### src/rtl/bsc_pkg.sv
`timescale 1ns/1ps
package bsc_pkg;

    typedef enum logic [1:0] {
        OP_HOLD    = 2'd0,
        OP_CAPTURE = 2'd1,
        OP_SHIFT   = 2'd2
    } scan_op_e;

    // capture outranks shift
    function automatic scan_op_e decode_op(input logic cap, input logic shf);
        if (cap)
            return OP_CAPTURE;
        else if (shf)
            return OP_SHIFT;
        return OP_HOLD;
    endfunction

endpackage

### src/rtl/bsc_mux.sv
`timescale 1ns/1ps
module bsc_mux (
    input  logic test_mode,
    input  logic live,
    input  logic stored,
    output logic drive
);
    always_comb begin
        drive = test_mode ? stored : live;
    end
endmodule

### src/rtl/bsc_cell.sv
`timescale 1ns/1ps
module bsc_cell
    import bsc_pkg::*;
#(
    parameter bit IS_OUTPUT = 1'b0
) (
    input  logic     tck,
    input  logic     rst_n,
    input  scan_op_e op,
    input  logic     update_en,
    input  logic     test_mode,
    input  logic     ser_in,
    input  logic     live,
    output logic     sh_q,
    output logic     drive
);
    logic up_q;
    logic cap_src;

    // an output cell samples what it puts on the pin, an input cell the pin itself
    generate
        if (IS_OUTPUT) begin : g_out
            assign cap_src = drive;
        end else begin : g_in
            assign cap_src = live;
        end
    endgenerate

    // shift stage: rising edge
    always_ff @(posedge tck or negedge rst_n) begin
        if (!rst_n) begin
            sh_q <= 1'b0;
        end else begin
            unique case (op)
                OP_CAPTURE: sh_q <= cap_src;
                OP_SHIFT:   sh_q <= ser_in;
                default:    sh_q <= sh_q;
            endcase
        end
    end

    // update stage: falling edge
    always_ff @(negedge tck or negedge rst_n) begin
        if (!rst_n)
            up_q <= 1'b0;
        else if (update_en)
            up_q <= sh_q;
    end

    bsc_mux u_mux (
        .test_mode (test_mode),
        .live      (live),
        .stored    (up_q),
        .drive     (drive)
    );

    AST_CAPTURE_LOAD: assert property (@(posedge tck) disable iff (!rst_n)
        op == OP_CAPTURE |=> sh_q == $past(cap_src));

    AST_SHIFT_LOAD: assert property (@(posedge tck) disable iff (!rst_n)
        op == OP_SHIFT |=> sh_q == $past(ser_in));

    AST_IDLE_HOLD: assert property (@(posedge tck) disable iff (!rst_n)
        op == OP_HOLD |=> $stable(sh_q));

    AST_UPDATE_LOAD: assert property (@(negedge tck) disable iff (!rst_n)
        update_en |=> up_q == $past(sh_q));

    AST_UPDATE_HOLD: assert property (@(negedge tck) disable iff (!rst_n)
        !update_en |=> $stable(up_q));

endmodule

### src/rtl/bsc_chain.sv
`timescale 1ns/1ps
module bsc_chain
    import bsc_pkg::*;
#(
    parameter int N_IN  = 4,
    parameter int N_OUT = 4
) (
    input  logic             tck,
    input  logic             rst_n,
    input  logic             tdi,
    input  logic             capture_en,
    input  logic             shift_en,
    input  logic             update_en,
    input  logic             test_mode,
    input  logic [N_IN-1:0]  pin_in,
    input  logic [N_OUT-1:0] core_out,
    output logic [N_IN-1:0]  core_in,
    output logic [N_OUT-1:0] pin_out,
    output logic             tdo
);
    localparam int N = N_IN + N_OUT;

    scan_op_e       op;
    logic [N-1:0]   sh_bus;
    logic [N-1:0]   ser_vec;

    always_comb begin
        op = decode_op(capture_en, shift_en);
    end

    assign ser_vec = {tdi, sh_bus[N-1:1]};
    assign tdo     = sh_bus[0];

    generate
        for (genvar k = 0; k < N; k++) begin : g_cell
            if (k < N_IN) begin : g_in
                bsc_cell #(.IS_OUTPUT(1'b0)) u_cell (
                    .tck       (tck),
                    .rst_n     (rst_n),
                    .op        (op),
                    .update_en (update_en),
                    .test_mode (test_mode),
                    .ser_in    (ser_vec[k]),
                    .live      (pin_in[k]),
                    .sh_q      (sh_bus[k]),
                    .drive     (core_in[k])
                );
            end else begin : g_out
                bsc_cell #(.IS_OUTPUT(1'b1)) u_cell (
                    .tck       (tck),
                    .rst_n     (rst_n),
                    .op        (op),
                    .update_en (update_en),
                    .test_mode (test_mode),
                    .ser_in    (ser_vec[k]),
                    .live      (core_out[k-N_IN]),
                    .sh_q      (sh_bus[k]),
                    .drive     (pin_out[k-N_IN])
                );
            end
        end
    endgenerate

    AST_CAPTURE_WINS: assert property (@(posedge tck) disable iff (!rst_n)
        capture_en && shift_en |=> tdo == $past(pin_in[0]));

    AST_NORMAL_PASS: assert property (@(posedge tck) disable iff (!rst_n)
        !test_mode |-> pin_out == core_out && core_in == pin_in);

endmodule

### config.mk
export PLATFORM = sky130hd
export DESIGN_NAME = bsc_chain
export DESIGN_NICKNAME = d
export VERILOG_FILES = /design/src/rtl/bsc_pkg.sv /design/src/rtl/bsc_mux.sv /design/src/rtl/bsc_cell.sv /design/src/rtl/bsc_chain.sv
export SDC_FILE = /design/constraint.sdc
export NUM_CORES = 1
export LEC_CHECK = 0
export BUFFER_PORTS_ARGS = -buffer_cell sky130_fd_sc_hd__clkbuf_2
export CORE_ASPECT_RATIO = 1.75
export CORE_MARGIN = 2
export CORE_UTILIZATION = 30
export DETAILED_ROUTE_END_ITERATION = 8
export REMOVE_ABC_BUFFERS = 1
export SLEW_MARGIN = 10
export SYNTH_ARGS = -nofsm -noshare
export SYNTH_HDL_FRONTEND = slang
export SYNTH_SLANG_ARGS = --single-unit
### constraint.sdc
create_clock -name tck -period 4 [get_ports tck]
set_input_delay 1.2 -clock tck [delete_from_list [all_inputs] [get_ports tck]]
set_output_delay 1.2 -clock tck [all_outputs]
set_load 0.02 [all_outputs]
# == Word-level counts from Yosys, hierarchy flattened ==
# Index checks and enable logic that the tools add are counted.
# Widths: inputs -> output; s select.
# classes
n_eq_ne,2
muxes,21
n_reduce_logical,1
# ops
op,n
$pmux 1 s2,8
$mux 1,10
$mux 2,3
$eq 2x1->1 const B,1
$eq 2x2->1 const B,1
$reduce_bool 2->1,1
# word_totals
register_bits,16
inputBits,15
out_inout_bits,9
word_cells,40

# == Logic depth before layout (Yosys ltp) ==
# logic_depth
ltp_word,5
mapped_depth,3
depth_no_buf,2

# == Modules after synthesis ==
# A second synthesis with hierarchy kept.
# hier_totals
cells_unflattened,74
area_unflattened_um2,930.9
# modules_own_cells
module,instances,cells_per_inst,area_each_um2,seq_area_each_um2
bsc_cell,8,8,100.1,50.0
bsc_mux,8,1,15.0,0.0
bsc_chain,1,2,10.0,0.0

==> qor.txt <==
Final Slew Violations: 0
area of the multi-input gates: 375 sq um
post-synth cell types: 11
clk root buf: clkbuf_8
Mapped Cells: 64
Vias/cell: 4.75
CP Launch Type: flip-flop
Die Wd: 44.3 microns
gr usage total: 0.107
top post-synthesis cells by area: dfrtn_1 (23%), dfrtp_1 (23%), mux2_2 (21%), buf_4 (7.0%), mux2_4 (7.0%)
Worst Skew: 0.0209 ns
final setup vio count: 8
DRT iter0 DRCs: 3
Data required, critical path: 2.80 ns
XOR/XNOR Fraction of Synth Area: 0
vias: 532
peak fanout along the critical path: 2
H-Tree Depth: 1
Routed WL per cell: 14.3 microns
routed wire length: 1600 microns
mux cell area share after synthesis: 0.381
sequential standard cell area: 400 sq um
Main synth FF type: dfrtp_1
Syn Area/Cell: 13.3 sq um
Final ANT Viol Nets: 0
simple logic cell fraction of the synthesized area: 0.0176
post-route design area: 1090 sq um
max cap viols: 0
RSZ-0062 raised after global routing: true
PnR worst setup slack: -0.208 ns
Clk Latency, worst-skew pair: 0.26 ns
Final Hold Slack: 0.459 ns
vias in the first global route: 558
Final GP Congestion: 0.680
synthesis-to-layout area growth: 28.2%
TritonCTS buffer count: 3
die height: 74.6 microns
Worst Tran Pin Value: 0.385 ns
Largest stage delay, worst path: 0.35 ns
Placed Area: 910 sq um
fraction of registers with async set or reset after synthesis: 1.00
Critical Path AT: 3.01 ns
count leader, synth: mux2_2
largest net degree at the start of global routing: 17
HP Class: flip-flop to flip-flop
pwr dens: 471 nW/um^2
1st-pass router iterations: 5
failing checks: negative setup slack
gr ovfl total: 0
Clock transition at path regs: 0.04 ns
adder-cell share of the synthesized area: 0
Initial Util: 0.317
CORE AREA: 2690 sq um
Inst Count DP: 102
PortBufs: 23
Synth top area share: 0.235
headroom to the max-slew limit: 0.743
VDD IR max: 0.269 mV
synthesized cell area: 853 sq um
largest family of logic cells by synthesized area: multiplexers
leading area contributor after synthesis: dfrtn_1
number of fill cells in the layout: 252
Remaining DRCs: 0
first-pass GRT wire length: 2570 microns
die footprint: 3300 sq um
Final Hold Viols: 0
complex-gate fraction of the synthesized area: 0.0235
Warnings, synthesis: 0
crit path capture type: primary output
Nets: 101
Leak: 0.000536 uW
Detail Placement HPWL: 1200 microns
CTS tree: done
WS Path Type: flip-flop to primary output
layout cells sized above 1: 0.624
Seq/Total Area, Yosys: 0.469
IO Count: 24
outcome: finished with violations
deepest clock path buffer count: 2
placement row count: 25
Post-synth top cells: mux2_2 (16), buf_4 (8), dfrtn_1 (8), dfrtp_1 (8)
Post-synth EDFFs: 0
CP cell instances: mux2_4 > buf_6
n_diodes: 0
clock sinks: 16
#FFs+latches synth: 16
Post-Layout Cell Count: 112
# hold bufs at CTS: 0
slowest library cell on the worst path: dfrtn_1
number of antenna violations at the first check in global routing: 0
what timing repair did:
item / 4_1_cts / 5_1_grt
setup endpoints to repair: 8 / 8
pin swaps: 0 / 0
resized for setup: 11 / 17
setup buffers: 1 / 5
metrics by stage:
stage,utilization,setup slack (ns),TNS (ns),power [uW]
after CTS,0.379,-0.235,-1.79,489
after global routing,0.407,-0.241,-1.84,544
after detailed placement,0.338,0.0344,0,331
after global placement,0.338,0.0508,0,326
final,0.407,-0.208,-1.62,515
after floorplan,-,0.172,0,288
logic make-up after synthesis:
family | Yosys count
compound gates | 4
buf+inv | 12
flops | 16
mux | 28
simple gates | 4
routing by layer:
| layer | GRT usage | part of all wire | vias to the layer above |
|---|---|---|---|
| li1 | - | - | 255 |
| met5 | 0 | 0 | - |
| met4 | 0.0640 | 0.013 | 0 |
| met1 | 0.119 | 0.38 | 265 |
| met3 | 0.00728 | 0.028 | 2 |
| met2 | 0.193 | 0.57 | 10 |
cell type report:
type                       instances  area share
clock buffer                       4      0.0503
multi-input combinational         36       0.343
sequential                        16       0.366
tap                               27      0.0309
timing repair buffer              29       0.209
path summary, 6_finish.rpt:
kind / depth (start not counted) / to / startpoint / slack [ns]
max: 2 / core_in[3] / g_cell[3].g_in.u_cell.up_q / -0.21
min: 1 / g_cell[7].g_out.u_cell.up_q / g_cell[7].g_out.u_cell.up_q / 0.46
max reg2reg: 2 / g_cell[4].g_out.u_cell.sh_q / g_cell[4].g_out.u_cell.up_q / 0.99
min reg2reg: 1 / g_cell[7].g_out.u_cell.up_q / g_cell[7].g_out.u_cell.up_q / 0.46
max in group asynchronous: 1 / g_cell[4].g_out.u_cell.up_q / rst_n / 0.95
min in group asynchronous: 1 / g_cell[0].g_in.u_cell.sh_q / rst_n / 0.86
worst max-delay path: cells and delay by family, from the launching register on:
kind     cells  cell delay [ns]
flops        1             0.35
buf+inv      1             0.13
mux          1             0.27
where the power goes:
group	internal, uW	total (uW)	switching, uW
Sequential	195	215	20.1
Clock	87.1	137	49.7
Combinational	102	163	61.0
cell usage in the layout (no fill, tap or decap), drive strengths merged:
| cell type | count |
|---|---|
| dfrtn | 8 |
| mux2 | 24 |
| buf | 14 |
| mux2i | 4 |
| o21ai | 4 |
| dfrtp | 8 |
| clkbuf | 19 |
| nand2 | 4 |
flip-flops by register name, summed over array words and instances (netlist names):
signal,cells
g_cell.g_in.u_cell.up_q,4
g_cell.g_out.u_cell.up_q,4
g_cell.g_in.u_cell.sh_q,4
g_cell.g_out.u_cell.sh_q,4
Power figures use the tool's default switching activity.
